<file path="src/rtl/port_link_pkg.sv">
package port_link_pkg;
    localparam int REG_W    = 32;
    localparam int PRES_LSB = 16;
    localparam int MAX_PORTS = 8;

    typedef struct packed {
        logic en;
        logic armed;
        logic pres;
        logic crst;
        logic act;
    } lane_st_t;
endpackage

</file>
<file path="src/rtl/plink_lane.sv">
module plink_lane
    import port_link_pkg::*;
(
    input  logic clk,
    input  logic por_n,
    input  logic wr_en,
    input  logic wr_bit,
    input  logic masked,
    input  logic cominit,
    input  logic spinup,
    input  logic clr,
    output logic en,
    output logic pres,
    output logic crst,
    output logic act,
    output logic fall
);
    lane_st_t st_q, st_d;
    logic accept;

    always_comb begin
        st_d   = st_q;
        accept = cominit & st_q.armed & st_q.en;
        if (masked)
            st_d.en = 1'b0;
        else if (wr_en)
            st_d.en = wr_bit;
        st_d.crst  = st_d.en & ~st_q.en;
        st_d.armed = st_d.crst | (st_q.armed & st_d.en & ~accept);
        st_d.pres  = clr ? 1'b0 : (st_q.pres | accept);
        st_d.act   = st_d.en & spinup;
        fall       = st_q.en & ~st_d.en;
    end

    always_ff @(posedge clk) begin
        if (!por_n) st_q <= '0;
        else        st_q <= st_d;
    end

    assign en   = st_q.en;
    assign pres = st_q.pres;
    assign crst = st_q.crst;
    assign act  = st_q.act;
endmodule

</file>
<file path="src/rtl/plink_stagger.sv">
module plink_stagger #(
    parameter int N           = 8,
    parameter int STEP_CYCLES = 16
) (
    input  logic         clk,
    input  logic         por_n,
    input  logic [N-1:0] fall,
    output logic [N-1:0] clr,
    output logic         busy
);
    localparam int IDX_W = (N > 1) ? $clog2(N) : 1;
    localparam int TMR_W = $clog2(STEP_CYCLES + 1);

    typedef struct packed {
        logic [N-1:0]     pend;
        logic             active;
        logic [IDX_W-1:0] cur;
        logic [TMR_W-1:0] tmr;
    } eng_st_t;

    eng_st_t st_q, st_d;
    logic [IDX_W-1:0] low_idx;

    always_comb begin
        low_idx = '0;
        for (int i = N - 1; i >= 0; i--)
            if (st_q.pend[i]) low_idx = IDX_W'(i);
    end

    always_comb begin
        st_d = st_q;
        clr  = '0;
        if (st_q.active && st_q.tmr == '0)
            clr[st_q.cur] = 1'b1;
        if (st_q.active) begin
            if (st_q.tmr == '0) st_d.active = 1'b0;
            else                st_d.tmr    = st_q.tmr - 1'b1;
        end else if (st_q.pend != '0) begin
            st_d.active = 1'b1;
            st_d.cur    = low_idx;
            st_d.tmr    = TMR_W'(STEP_CYCLES - 1);
        end
        st_d.pend = (st_q.pend & ~clr) | fall;
    end

    always_ff @(posedge clk) begin
        if (!por_n) st_q <= '0;
        else        st_q <= st_d;
    end

    assign busy = st_q.active | (st_q.pend != '0);
endmodule

</file>
<file path="src/rtl/port_link_ctl.sv">
module port_link_ctl
    import port_link_pkg::*;
#(
    parameter int NUM_PORTS   = 8,
    parameter int STEP_CYCLES = 16
) (
    input  logic                 clk,
    input  logic                 por_n,
    input  logic                 flr,
    input  logic                 wr_en,
    input  logic [REG_W-1:0]     wr_data,
    output logic [REG_W-1:0]     rd_data,
    input  logic [NUM_PORTS-1:0] disable_map,
    input  logic [NUM_PORTS-1:0] spinup,
    input  logic [NUM_PORTS-1:0] cominit,
    output logic [NUM_PORTS-1:0] comreset_req,
    output logic [NUM_PORTS-1:0] port_active,
    output logic                 shutdown_busy
);
    logic [NUM_PORTS-1:0] en, pres, fall, clr;
    logic unused_ok;

    assign unused_ok = ^{flr, wr_data[REG_W-1:NUM_PORTS]};

    generate
        for (genvar p = 0; p < NUM_PORTS; p++) begin : g_lane
            plink_lane u_lane (
                .clk     (clk),
                .por_n   (por_n),
                .wr_en   (wr_en),
                .wr_bit  (wr_data[p]),
                .masked  (disable_map[p]),
                .cominit (cominit[p]),
                .spinup  (spinup[p]),
                .clr     (clr[p]),
                .en      (en[p]),
                .pres    (pres[p]),
                .crst    (comreset_req[p]),
                .act     (port_active[p]),
                .fall    (fall[p])
            );
        end
    endgenerate

    plink_stagger #(.N(NUM_PORTS), .STEP_CYCLES(STEP_CYCLES)) u_stagger (
        .clk   (clk),
        .por_n (por_n),
        .fall  (fall),
        .clr   (clr),
        .busy  (shutdown_busy)
    );

    always_comb begin
        rd_data = '0;
        rd_data[NUM_PORTS-1:0]        = en;
        rd_data[PRES_LSB +: NUM_PORTS] = pres;
    end
endmodule

</file>
<file path="config.mk">
export PLATFORM = sky130hd
export DESIGN_NAME = port_link_ctl
export DESIGN_NICKNAME = d
export VERILOG_FILES = /design/src/rtl/port_link_pkg.sv /design/src/rtl/plink_lane.sv /design/src/rtl/plink_stagger.sv /design/src/rtl/port_link_ctl.sv
export SDC_FILE = /design/constraint.sdc
export NUM_CORES = 1
export LEC_CHECK = 0
export BUFFER_PORTS_ARGS = -buffer_cell sky130_fd_sc_hd__buf_2
export CAP_MARGIN = 40
export CORE_MARGIN = 8
export CORE_UTILIZATION = 51
export CTS_CLUSTER_SIZE = 24
export DETAILED_ROUTE_END_ITERATION = 10
export PLACE_DENSITY = 0.95
export RECOVER_POWER = 50
export SYNTH_ARGS = -nofsm -noshare
export SYNTH_HDL_FRONTEND = slang
export SYNTH_SLANG_ARGS = --single-unit
</file>
<file path="constraint.sdc">
create_clock -name clk -period 4 [get_ports clk]
set_clock_uncertainty 0.2 [all_clocks]
set_input_delay 0.6 -clock clk [delete_from_list [all_inputs] [get_ports clk]]
set_output_delay 0.6 -clock clk [all_outputs]
set_load 0.01 [all_outputs]
</file>
==> flow_summary.ini <==
[finish]
nets = 373
antennaDiodeCount = 0
fill_cells = 452
final_core_util_pct = 57.40
drive_above_1_share_pct = 19.87
area_growth_pct = 8.513

[setup_path]
crit_path_start_kind = register
cpMaxStageDelayCell = nor4_1
slowest_delay_ns = 0.43
cp_data_required_time_ns = 3.20
cp-end-kind = output pin
timing.critical_path.arrival_ns = 1.70
worstPathMaxFanout = 4
critical_path_class = register to output pin
path_cells = nor4_1 -> nand2_1 -> or2_2 -> buf_2

[sta]
finalHoldViolations = 0
fin_crit_sh_pct = 62.61
period_needed_ns = 2.504
drv_slew = 0
timing.fmax_ghz = 0.3993
tightest_slew_ns = 0.9263
rsz0062_at_grt = false
tns_ns = 0
slew_headroom_pct = 38.25
setup_violations = 0

[yosys]
syn-instance-count = 273
synth_warnings = 0
syn_area_per_cell_um2 = 9.153
synth.most_common_cell = dfxtp_1
synth_edf_count = 0
synth_top_area_share_pct = 45.67
yosys.area.top_type = dfxtp_1
ys.flop_type = dfxtp_1
synthArstFlopShare_pct = 0
synth_top_cells_by_count = dfxtp_1 (57), buf_4 (49), inv_1 (19)
synth.area.top_cells = dfxtp_1 (46%), buf_4 (15%), nand2b_1 (3.5%)
ys_seq_area_share_pct = 45.67
synth.distinct_cells = 39
syn_area_um2 = 2499
ys_ff_latch = 57

[power_and_ir_drop]
p_int_uw = 913.0
p_total_mw = 1.225
power.leakage_nw = 1.154
swShare_pct = 25.49
switching_power_uw = 312.3
pwr-share-comb_pct = 11.5
ir_drop_mv = 0.2378
power_density_nw_per_um2 = 451.9
p_seq_share_pct = 50.5
p_clk_share_pct = 38.0

[route]
via_per_inst = 4.781
routedWlPerCell_um = 13.27
drtIter0Drc = 77
drc_errors = 0
firstDrtPassIters = 4
wirelength_um = 5094
vias = 1836
ant_nets = 0

[grt]
grt_use_met1_pct = 13.40
busiest_layer = met2
use_met2_pct = 23.86
grt.overflow.total = 0
grt_start_max_net_pins = 24
use_met3_pct = 6.877
grt_usage_pct = 13.93
grt_pass1_wl_um = 8086
grt_pass1_vias = 1828
antenna_found_initial = 0

[cts]
cts_tree = done
insertion_delay_ns = 0.33
post_cts_resized = 0
cts_buffer_depth = 2
cts_root_buf = clkbuf_8
htree_levels = 3
clk_pin_slew_ns = 0.06
tritoncts.num_buffers = 9
post_cts_buffers = 0
postCtsHoldBufs = 0
clock_sinks = 57

[job]
drv_cap = 0

[die]
ios = 109
fp.dieW_um = 86.00
dieArea_um2 = 7395
rows = 25
initial_core_util_pct = 52.90
core-area_um2 = 4723
die_h_um = 86.00

[worst_hold_path]
min_path_type = primary input to register

[placed_design]
dp_hpwl_um = 3819
io_buffers = 67
gpl.final_weighted_congestion = 0.8171

[outcome]
outcome = completed
==> path summary, 6_finish.rpt <==
kind	slack [ns]	endpoint	cells after the start	startpoint
max reg2reg	2.13	u_stagger.st_q[10]$_SDFF_PN0_	6	u_stagger.st_q[0]$_SDFFE_PN0P_
min reg2reg	0.27	g_lane[3].u_lane.pres$_SDFF_PP0_	2	g_lane[3].u_lane.pres$_SDFF_PP0_
max	1.50	shutdown_busy	4	u_stagger.st_q[13]$_SDFF_PN0_
min	0.26	g_lane[1].u_lane.crst$_SDFF_PN0_	2	disable_map[1]
==> worst max-delay path, delay by kind of cell, from the launching register on <==
kind / cells / cell delay, ns
DFF: 1 / 0.34
and+or+nand+nor: 3 / 0.90
buffers and inverters: 1 / 0.14
==> state kept, by name, indices dropped and copies added (netlist names) <==
| name | count |
|---|---|
| g_lane.u_lane.crst | 8 |
| g_lane.u_lane.act | 8 |
| g_lane.u_lane.en | 8 |
| g_lane.u_lane.st_q | 8 |
| u_stagger.st_q | 17 |
| g_lane.u_lane.pres | 8 |
==> layer usage <==
metal,routed length (um),vias up
li1,-,950
met1,2043,820
met2,2477,57
met3,502,9
met4,70,0
met5,0,-
==> cell usage in the layout (no fill, tap or decap), drive strengths merged <==
cell     n
a211oi   2
a21boi   7
a21oi   15
a31oi    9
and2     9
and4bb   1
buf     42
clkbuf  38
clkinv   3
conb    16
dfxtp   57
ha       1
inv     20
mux2     1
mux2i    7
nand2   12
nand2b  14
nand3    2
nand3b   3
nor2    12
nor3     9
nor4     9
nor4b    1
o211a    1
o211ai   1
o21a     2
o21ai    9
o221a    1
o22ai    8
o311ai   1
or2      2
or3b     1
xnor2    1
==> metrics by stage <==
stage	hold slack, ns	setup slack [ns]	cell area [um2]	cells
after global placement	0.2461	1.916	2585	368
after global routing	0.2559	1.277	2711	384
after CTS	0.2475	1.552	2759	384
after floorplan	0.2380	2.140	2555	288
final	0.2603	1.496	2711	384
after detailed placement	0.2554	1.920	2585	368
==> power groups by stage <==
stage | Sequential, mW | Combinational (mW) | Clock, mW
floorplan | 0.622 | 0.123 | 0
global placement | 0.629 | 0.138 | 0
detailed placement | 0.631 | 0.143 | 0
CTS | 0.619 | 0.145 | 0.477
global route | 0.623 | 0.160 | 0.504
finish | 0.619 | 0.141 | 0.466
==> layout make-up <==
class	count	area [um2]	share of cell area, %
inverters	20	75.07	2.769
multi-input cells	157	933.4	34.43
flip-flops and latches	57	1141	42.09
clock buffers	13	158.9	5.861
repair buffers	67	304.0	11.21
well taps	67	83.83	3.092
clock inverters	3	15.01	0.5538
==> kinds of logic (layout without fill, tap and decap cells) <==
kind of cell | Yosys count | count (layout) | synth area share (%)
fa+ha+maj | 1 | 1 | 0.5007
mux | 8 | 8 | 3.255
xor+xnor | 1 | 1 | 0.3506
other cells | 1 | 16 | 0.1501
simple gates | 75 | 75 | 17.32
compound gates | 56 | 56 | 14.17
buf+inv | 74 | 103 | 18.58
flops | 57 | 57 | 45.67
Note: power is estimated with default switching activity, not from simulation.
